File: src/rtl/ffl_pkg.sv
package ffl_pkg;
    typedef enum logic [1:0] {
        S_IDLE   = 2'd0,
        S_RUN    = 2'd1,
        S_REPORT = 2'd2
    } ffl_state_t;
endpackage

File: src/rtl/ffl_fault_calc.sv
module ffl_fault_calc #(
    parameter int AW = 32,
    parameter int CW = 5
) (
    input  logic          fault,
    input  logic [AW-1:0] base,
    input  logic [AW-1:0] faddr,
    input  logic [1:0]    eew_sel,
    input  logic [CW-1:0] cnt,
    input  logic          first_micro,
    output logic [CW-1:0] fidx,
    output logic          trap_hit,
    output logic          trim_hit,
    output logic          below
);
    logic [AW-1:0] offset;
    logic [AW-1:0] idx_full;

    always_comb begin
        below    = fault && (faddr < base);
        offset   = below ? '0 : (faddr - base);
        idx_full = offset >> eew_sel;
        if (!fault)
            fidx = cnt;
        else if (idx_full >= AW'(cnt))
            fidx = cnt;
        else
            fidx = idx_full[CW-1:0];
        trap_hit = fault && first_micro && (idx_full == '0);
        trim_hit = fault && !trap_hit;
    end
endmodule

File: src/rtl/ffl_elem_we.sv
module ffl_elem_we #(
    parameter int MAXE = 16,
    parameter int CW   = 5
) (
    input  logic            en,
    input  logic            mask_on,
    input  logic [MAXE-1:0] mask_bits,
    input  logic [CW-1:0]   cnt,
    input  logic [CW-1:0]   fidx,
    output logic [MAXE-1:0] we
);
    for (genvar i = 0; i < MAXE; i++) begin : g_elem
        assign we[i] = en && (!mask_on || mask_bits[i])
                       && (CW'(i) < cnt) && (CW'(i) < fidx);
    end
endmodule

File: src/rtl/ffl_trim.sv
module ffl_trim
    import ffl_pkg::*;
#(
    parameter int VLEN      = 128,
    parameter int AW        = 32,
    parameter int MAX_MICRO = 8,
    localparam int MAXE     = VLEN / 8,
    localparam int CW       = $clog2(MAXE + 1),
    localparam int VLW      = $clog2(MAXE * MAX_MICRO + 1)
) (
    input  logic            clk,
    input  logic            rst_n,
    input  logic            start,
    input  logic [VLW-1:0]  vl_in,
    input  logic [1:0]      eew_sel,
    input  logic            up_valid,
    input  logic [AW-1:0]   up_base,
    input  logic            up_fault,
    input  logic [AW-1:0]   up_fault_addr,
    input  logic            mask_on,
    input  logic [MAXE-1:0] mask_bits,
    output logic [MAXE-1:0] elem_we,
    output logic [CW-1:0]   up_cnt,
    output logic            busy,
    output logic            done,
    output logic [VLW-1:0]  new_vl,
    output logic            vstart_clr,
    output logic            trap_valid,
    output logic [AW-1:0]   trap_addr,
    output logic            addr_err
);
    ffl_state_t state, nxt;

    logic [VLW-1:0] vl_q, rem_q, acc_q;
    logic [1:0]     eew_q;
    logic           first_q, stop_q, trap_q, err_q;
    logic [AW-1:0]  trap_addr_q;

    logic [CW-1:0]  vlmax, cnt, fidx;
    logic           last, accept;
    logic           trap_hit, trim_hit, below;

    always_comb begin
        vlmax  = CW'(MAXE >> eew_q);
        cnt    = (rem_q < VLW'(vlmax)) ? rem_q[CW-1:0] : vlmax;
        last   = (rem_q <= VLW'(vlmax));
        accept = (state == S_RUN) && up_valid;
    end

    ffl_fault_calc #(.AW(AW), .CW(CW)) u_calc (
        .fault       (up_fault),
        .base        (up_base),
        .faddr       (up_fault_addr),
        .eew_sel     (eew_q),
        .cnt         (cnt),
        .first_micro (first_q),
        .fidx        (fidx),
        .trap_hit    (trap_hit),
        .trim_hit    (trim_hit),
        .below       (below)
    );

    ffl_elem_we #(.MAXE(MAXE), .CW(CW)) u_we (
        .en        (accept),
        .mask_on   (mask_on),
        .mask_bits (mask_bits),
        .cnt       (cnt),
        .fidx      (fidx),
        .we        (elem_we)
    );

    // state register
    always_ff @(posedge clk or negedge rst_n) begin
        if (!rst_n) state <= S_IDLE;
        else        state <= nxt;
    end

    always_comb begin
        nxt = state;
        unique case (state)
            S_IDLE:   if (start) nxt = (vl_in == '0) ? S_REPORT : S_RUN;
            S_RUN:    if (up_valid && last) nxt = S_REPORT;
            S_REPORT: nxt = S_IDLE;
            default:  nxt = S_IDLE;
        endcase
    end

    // per-load bookkeeping of the running length and outcome
    always_ff @(posedge clk or negedge rst_n) begin
        if (!rst_n) begin
            vl_q        <= '0;
            rem_q       <= '0;
            acc_q       <= '0;
            eew_q       <= '0;
            first_q     <= 1'b0;
            stop_q      <= 1'b0;
            trap_q      <= 1'b0;
            err_q       <= 1'b0;
            trap_addr_q <= '0;
        end else if (state == S_IDLE && start) begin
            vl_q        <= vl_in;
            rem_q       <= vl_in;
            acc_q       <= '0;
            eew_q       <= eew_sel;
            first_q     <= 1'b1;
            stop_q      <= 1'b0;
            trap_q      <= 1'b0;
            err_q       <= 1'b0;
            trap_addr_q <= '0;
        end else if (accept) begin
            rem_q   <= rem_q - VLW'(cnt);
            first_q <= 1'b0;
            if (!stop_q) begin
                acc_q <= acc_q + VLW'(fidx);
                if (trap_hit || trim_hit) stop_q <= 1'b1;
                if (trap_hit) begin
                    trap_q      <= 1'b1;
                    trap_addr_q <= up_fault_addr;
                end
                if (below) err_q <= 1'b1;
            end
        end
    end

    // outputs
    always_comb begin
        busy       = 1'b0;
        done       = 1'b0;
        up_cnt     = '0;
        new_vl     = '0;
        vstart_clr = 1'b0;
        trap_valid = 1'b0;
        trap_addr  = '0;
        addr_err   = 1'b0;
        unique case (state)
            S_IDLE: ;
            S_RUN: begin
                busy   = 1'b1;
                up_cnt = up_valid ? cnt : '0;
            end
            S_REPORT: begin
                done       = 1'b1;
                new_vl     = trap_q ? vl_q : acc_q;
                vstart_clr = !trap_q;
                trap_valid = trap_q;
                trap_addr  = trap_addr_q;
                addr_err   = err_q;
            end
            default: ;
        endcase
    end
endmodule

File: config.mk
export PLATFORM = sky130hd
export DESIGN_NAME = ffl_trim
export DESIGN_NICKNAME = d
export VERILOG_FILES = /design/src/rtl/ffl_pkg.sv /design/src/rtl/ffl_fault_calc.sv /design/src/rtl/ffl_elem_we.sv /design/src/rtl/ffl_trim.sv
export SDC_FILE = /design/constraint.sdc
export NUM_CORES = 1
export LEC_CHECK = 0
export BUFFER_PORTS_ARGS = -buffer_cell sky130_fd_sc_hd__buf_2
export CAP_MARGIN = 20
export CORE_ASPECT_RATIO = 1.1
export CORE_UTILIZATION = 35
export DETAILED_ROUTE_END_ITERATION = 10
export REMOVE_ABC_BUFFERS = 1
export SKIP_CTS_REPAIR_TIMING = 1
export SLEW_MARGIN = 10
export SYNTH_ARGS = -nofsm -noshare
export SYNTH_HDL_FRONTEND = slang
export SYNTH_SLANG_ARGS = --single-unit
File: constraint.sdc
create_clock -name clk -period 11.59 [get_ports clk]
set_input_delay 3.477 -clock clk [delete_from_list [all_inputs] [get_ports clk]]
set_output_delay 3.477 -clock clk [all_outputs]
set_load 0.005 [all_outputs]
-- Word level (Yosys, flattened, before mapping)
Cells that the tools add are included.
- flip-flop bits (word level): 64
- input bits: 96
- output and inout port bits: 66
- $add $sub $neg: 3
- $lt $le $gt $ge: 36
- equal/unequal tests: 5
- shift-type cells: 2
- muxes and demuxes: 41
- reductions and logical operators: 85
- operator list (kind ; number):
    $mux W32 ; 6
    $lt A4 B5 Y1 const A ; 16
    $mux W8 ; 7
    $logic_and A1 B1 Y1 ; 55
    $lt A3 B5 Y1 const A ; 8
    $ge A32 B5 Y1 ; 1
    $logic_not A32 Y1 ; 1
    $lt A32 B32 Y1 ; 1
    $shr A32 B2 Y32 ; 1
    $sub A32 B32 Y32 ; 1
    $mux W5 ; 5
    $lt A1 B5 Y1 const A ; 4
    $lt A2 B5 Y1 const A ; 4
    $mux W1 ; 19
    $logic_or A1 B1 Y1 ; 17
    $add A8 B5 Y8 ; 1
    $le A8 B5 Y1 ; 1
    $logic_not A8 Y1 ; 1
    $lt A8 B5 Y1 ; 1
    $sub A8 B5 Y8 ; 1
    $mux W2 ; 3
    $reduce_and A3 Y1 ; 2
    $reduce_bool A2 Y1 ; 3
    $shr A5 B2 Y5 const A ; 1
    8 further kinds ; 12

-- Depth between registers and ports, before layout
- depth in word-level cells: 13
- gate-level depth with buffers: 34
- mapped depth without buffers: 33

-- Cells and area by module
Synthesis repeated with hierarchy kept, for this count alone.
- cell total of the unflattened synthesis: 883
- area, all modules: 6701.4 µm²
- modules (own cells, without submodules) (module ; instances ; cells each ; area an instance (µm²) ; sequential area each (µm²)):
    ffl_trim ; 1 ; 404 ; 3539.6 ; 1601.5
    ffl_fault_calc ; 1 ; 408 ; 2718.9 ; 0.0
    ffl_elem_we ; 1 ; 71 ; 442.9 ; 0.0

-- Least setup slack after synthesis
No wires, ideal clock.
- path kind: in2out
- start: input port up_fault_addr[0]
- end: output port elem_we[12]
- data arrival time: 7.633 ns
- required time: 8.113 ns
- setup slack: 0.480 ns
- stages: 26
- cells stage by stage: inv_1 > ha_1 > inv_1 > fa_1 > a21o_1 > a21oi_1 > o221a_2 > o2111ai_1 > nand3_1 > a21boi_1 > nor3_2 > buf_6 > o21bai_1 > ha_1 > nand2b_1 > a21oi_1 > nor2b_1 > o21ai_0 > nand2b_1 > a21oi_1 > nand2_1 > nor4_2 > nor2_1 > a21boi_1 > inv_1 > a2111oi_2
- cells in the longest elaborated chain, start to end: 9
- RTL lines (item ; line ; RTL):
    start: declaration ; ffl_trim.sv:19 ; input logic [AW-1:0] up_fault_addr,
    $lt A32 B32 Y1 ; ffl_fault_calc.sv:20 ; below = fault && (faddr < base);
    $logic_and A1 B1 Y1 ; ffl_fault_calc.sv:20 ;
    $mux W32 (*) ; ffl_fault_calc.sv:21 ; offset = below ? '0 : (faddr - base);
    $shr A32 B2 Y32 (*) ; ffl_fault_calc.sv:22 ; idx_full = offset >> eew_sel;
    $ge A32 B5 Y1 ; ffl_fault_calc.sv:25 ; else if (idx_full >= AW'(cnt))
    $mux W5 (*) ; ffl_fault_calc.sv:25 ;
    $mux W5 (*) ; ffl_fault_calc.sv:23 ; if (!fault)
    $lt A4 B5 Y1 (*) ; ffl_elem_we.sv:14 ; && (CW'(i) < cnt) && (CW'(i) < fidx);
    $logic_and A1 B1 Y1 (*) ; ffl_elem_we.sv:14 ;
    end: declaration ; ffl_trim.sv:22 ; output logic [MAXE-1:0] elem_we,
Every way passes the cells marked *; elsewhere a longest branch is shown, timed or not.

-- Worst setup path after layout
- start: input port up_base[11]
- end: output port elem_we[12]
- cells in the longest elaborated chain, start to end: 9
- RTL lines (item ; line ; RTL):
    start: declaration ; ffl_trim.sv:17 ; input logic [AW-1:0] up_base,
    $lt A32 B32 Y1 ; ffl_fault_calc.sv:20 ;
    $logic_and A1 B1 Y1 ; ffl_fault_calc.sv:20 ;
    $mux W32 (*) ; ffl_fault_calc.sv:21 ;
    $shr A32 B2 Y32 (*) ; ffl_fault_calc.sv:22 ;
    $ge A32 B5 Y1 ; ffl_fault_calc.sv:25 ;
    $mux W5 (*) ; ffl_fault_calc.sv:25 ;
    $mux W5 (*) ; ffl_fault_calc.sv:23 ;
    $lt A4 B5 Y1 (*) ; ffl_elem_we.sv:14 ;
    $logic_and A1 B1 Y1 (*) ; ffl_elem_we.sv:14 ;
Marks and branches as above.

==> impl_metrics.env <==
export IMPL_fin_crit_ns=11.39
export IMPL_grt_max_degree=65
export IMPL_first_pass_iters=5
export IMPL_finalSetupViolCount=0
export IMPL_r2r_start="eew_q[0]$_DFFE_PN0P_"
export IMPL_mostFrequentLayoutCell="buf_2"
export IMPL_multi_input_area_um2=5190
export IMPL_grt_pass1_wl_um=40400
export IMPL_regArea_um2=1600
export IMPL_h_tree_depth=3
export IMPL_synth_area_leaders="dfrtp_1, ha_1, nand2_1"
export IMPL_post_route_cells_drive_above_1_share_pct=22.7
export IMPL_cts_tree="built"
export IMPL_ys_seq_area_share_pct=21.7
export IMPL_antenna_left=0
export IMPL_core_area_um2=20600
export IMPL_gp_congestion=0.957
export IMPL_dp_hpwl_um=19800
export IMPL_initial_core_util_pct=35.8
export IMPL_rsz0062_at_grt="yes"
export IMPL_antenna_found_initial=1
export IMPL_tns_ns=0
export IMPL_clk_latency_ns=0.36
export IMPL_cts_buffers=9
export IMPL_syn_inst=982
export IMPL_hp_class="reg2reg"
export IMPL_syn_cell_area_um2=7400
export IMPL_p_leak_nw=4.51
export IMPL_stdcell_count=1409
export IMPL_r2r_slack_ns=5.16
export IMPL_clock_sinks=64
export IMPL_synth_distinct_cells=81
export IMPL_drtIter0Drc=531
export IMPL_die_y_um=154
export IMPL_hold_viol_final=0
export IMPL_finalClockSkew_ns=0.0126
export IMPL_slowest_delay_ns=0.40
export IMPL_power_density_nw_per_um2=177
export IMPL_fmax_ghz=0.0878
export IMPL_synth_edf_count=0
export IMPL_clockRootBuffer="clkbuf_16"
export IMPL_cp_num_buf_inv=5
export IMPL_max_cap_violations=0
export IMPL_viasPerCell=5.59
export IMPL_fin_total_pwr_w=0.00158
export IMPL_io_buffers=161
export IMPL_grt_pass1_vias=7650
export IMPL_drc=0
export IMPL_syn_to_final_growth_pct=20.8
export IMPL_endpoint_kind="primary output"
export IMPL_ys_flop_type="dfrtp_1"
export IMPL_wirelength_um=25100
export IMPL_required_ns=8.11
export IMPL_nFillCells=2147
export IMPL_slowest_stage="a2111oi_4"
export IMPL_critPathKind="in2out"
export IMPL_worst_setup_path_start_kind="input port"
export IMPL_maxSlewHeadroom_pct=32.8
export IMPL_rr_worst_depth=29
export IMPL_io_pins=162
export IMPL_avgSynthCellArea_um2=7.53
export IMPL_reg2reg_to="acc_q[6]$_DFFE_PN0P_"
export IMPL_num_vias=7871
export IMPL_crit_arrival_ns=7.92
export IMPL_outcome="finished, final reports clean"
export IMPL_yosys_area_top_type_share_pct=21.7
export IMPL_place_inst=1391
export IMPL_grt_usage_pct=23.5
export IMPL_dieArea_um2=21700
export IMPL_worstSetupStartpoint="up_base[11]"
export IMPL_path_delay_family="compound AO/OA/AOI/OAI gates"
export IMPL_tightest_slew_ns=0.983
export IMPL_min_path_cells=2
export IMPL_ctsLongestPathBuffers=2
export IMPL_yosys_area_top_type="dfrtp_1"
export IMPL_final_cell_mix="buf_2, nand2_1, inv_1, o21ai_0, dfrtp_1"
export IMPL_worstHoldStart="vl_q[4]$_DFFE_PN0P_"
export IMPL_path_clk_slew_ns=0.06
export IMPL_post_route_util_pct=43.3
export IMPL_hold_path_end="vl_q[4]$_DFFE_PN0P_"
export IMPL_fin_nets=1296
export IMPL_ir_worst_vdd_v=0.0000801
export IMPL_worst_hold_slack_ns=0.479
export IMPL_die_w_um=141
export IMPL_synth_warnings=0
export IMPL_overflow=0
export IMPL_cp_max_fo=8
export IMPL_finalMaxSlewViolations=0
export IMPL_finalCritPeriodShare_pct=98.3
export IMPL_ys_async_sr_fraction_pct=100
export IMPL_ys_ff_latch=64
export IMPL_routedWlPerCell_um=17.8
export IMPL_rows=55
-- cell families (layout without fill, tap and decap cells) --
| family | Yosys count | count (layout) | synth area share [%] |
|---|---|---|---|
| compound gates | 274 | 274 | 25.1 |
| simple gates | 384 | 384 | 26.2 |
| buf+inv | 142 | 312 | 9.24 |
| mux | 50 | 50 | 6.83 |
| other cells | 1 | 2 | 0.0507 |
| flops | 64 | 64 | 21.7 |
| xor+xnor | 14 | 14 | 1.66 |
| fa+ha+maj | 53 | 53 | 9.27 |
-- per-layer routing --
layer / routed length [um] / share of wire, % / global-route usage (%)
met3: 1180 / 4.7 / 3.99
met5: 0 / 0 / 0
met2: 11700 / 47 / 39.9
met4: 868 / 3.5 / 9.73
met1: 11300 / 45 / 29.5
-- per-stage QoR --
stage | area (um^2) | setup slack [ns]
detailed placement | 8520 | -0.0309
global placement | 8500 | 0.134
global route | 8940 | -0.0539
floorplan | 7060 | 0.277
CTS | 8850 | -0.0611
finish | 8940 | 0.196
-- synthesized netlist by cell type (all sizes together), types with 9 or more instances --
master	instances
a21oi	62
nand3	26
a211oi	13
nor4	16
a21o	13
nor2b	9
clkbuf	28
or3	14
o211ai	11
a211o	9
nor3	22
dfrtp	64
nor2	62
nand4	22
o21ai	73
xnor2	9
and2	40
buf	20
ha	50
o21a	16
nand2	133
mux2i	46
a2111oi	11
inv	90
nand2b	11
-- sequential cells by signal (all words and copies together) (netlist names) --
| name | flops |
|---|---|
| acc_q | 8 |
| err_q | 1 |
| trap_addr_q | 32 |
| trap_q | 1 |
| eew_q | 2 |
| first_q | 1 |
| rem_q | 8 |
| state | 2 |
| stop_q | 1 |
| vl_q | 8 |
-- tightest hold or removal path, delay by kind of cell, from the launching register on --
| family | cells | cell delay [ns] |
|---|---|---|
| DFF | 1 | 0.34 |
| and+or+nand+nor | 2 | 0.11 |
-- final cells by class --
class / count / area share (%)
well taps: 256 / 3.58
repair buffers: 204 / 12.9
inverters: 92 / 3.86
clock inverters: 7 / 1.15
clock buffers: 9 / 2.52
diodes: 1 / 0.0280
flip-flops and latches: 64 / 17.9
multi-input cells: 776 / 58.0
-- how the worst max path moves through the flow --
stage / cells past startpoint / end / slack, ns
6_report: 26 / elem_we[12] / 0.20
5_1_grt: 26 / elem_we[8] / -0.05
4_1_cts: 27 / elem_we[12] / -0.06
3_5_place_dp: 27 / elem_we[12] / -0.03
3_3_place_gp: 27 / elem_we[12] / 0.13
2_1_floorplan: 25 / elem_we[12] / 0.28
-- where the power goes --
part           switching (W)  leakage [nW]  internal (W)
Sequential         0.0000574         0.852      0.000278
Combinational       0.000569          3.51      0.000366
Clock               0.000122         0.157      0.000191
No activity file was read; power rests on OpenSTA's default activity.
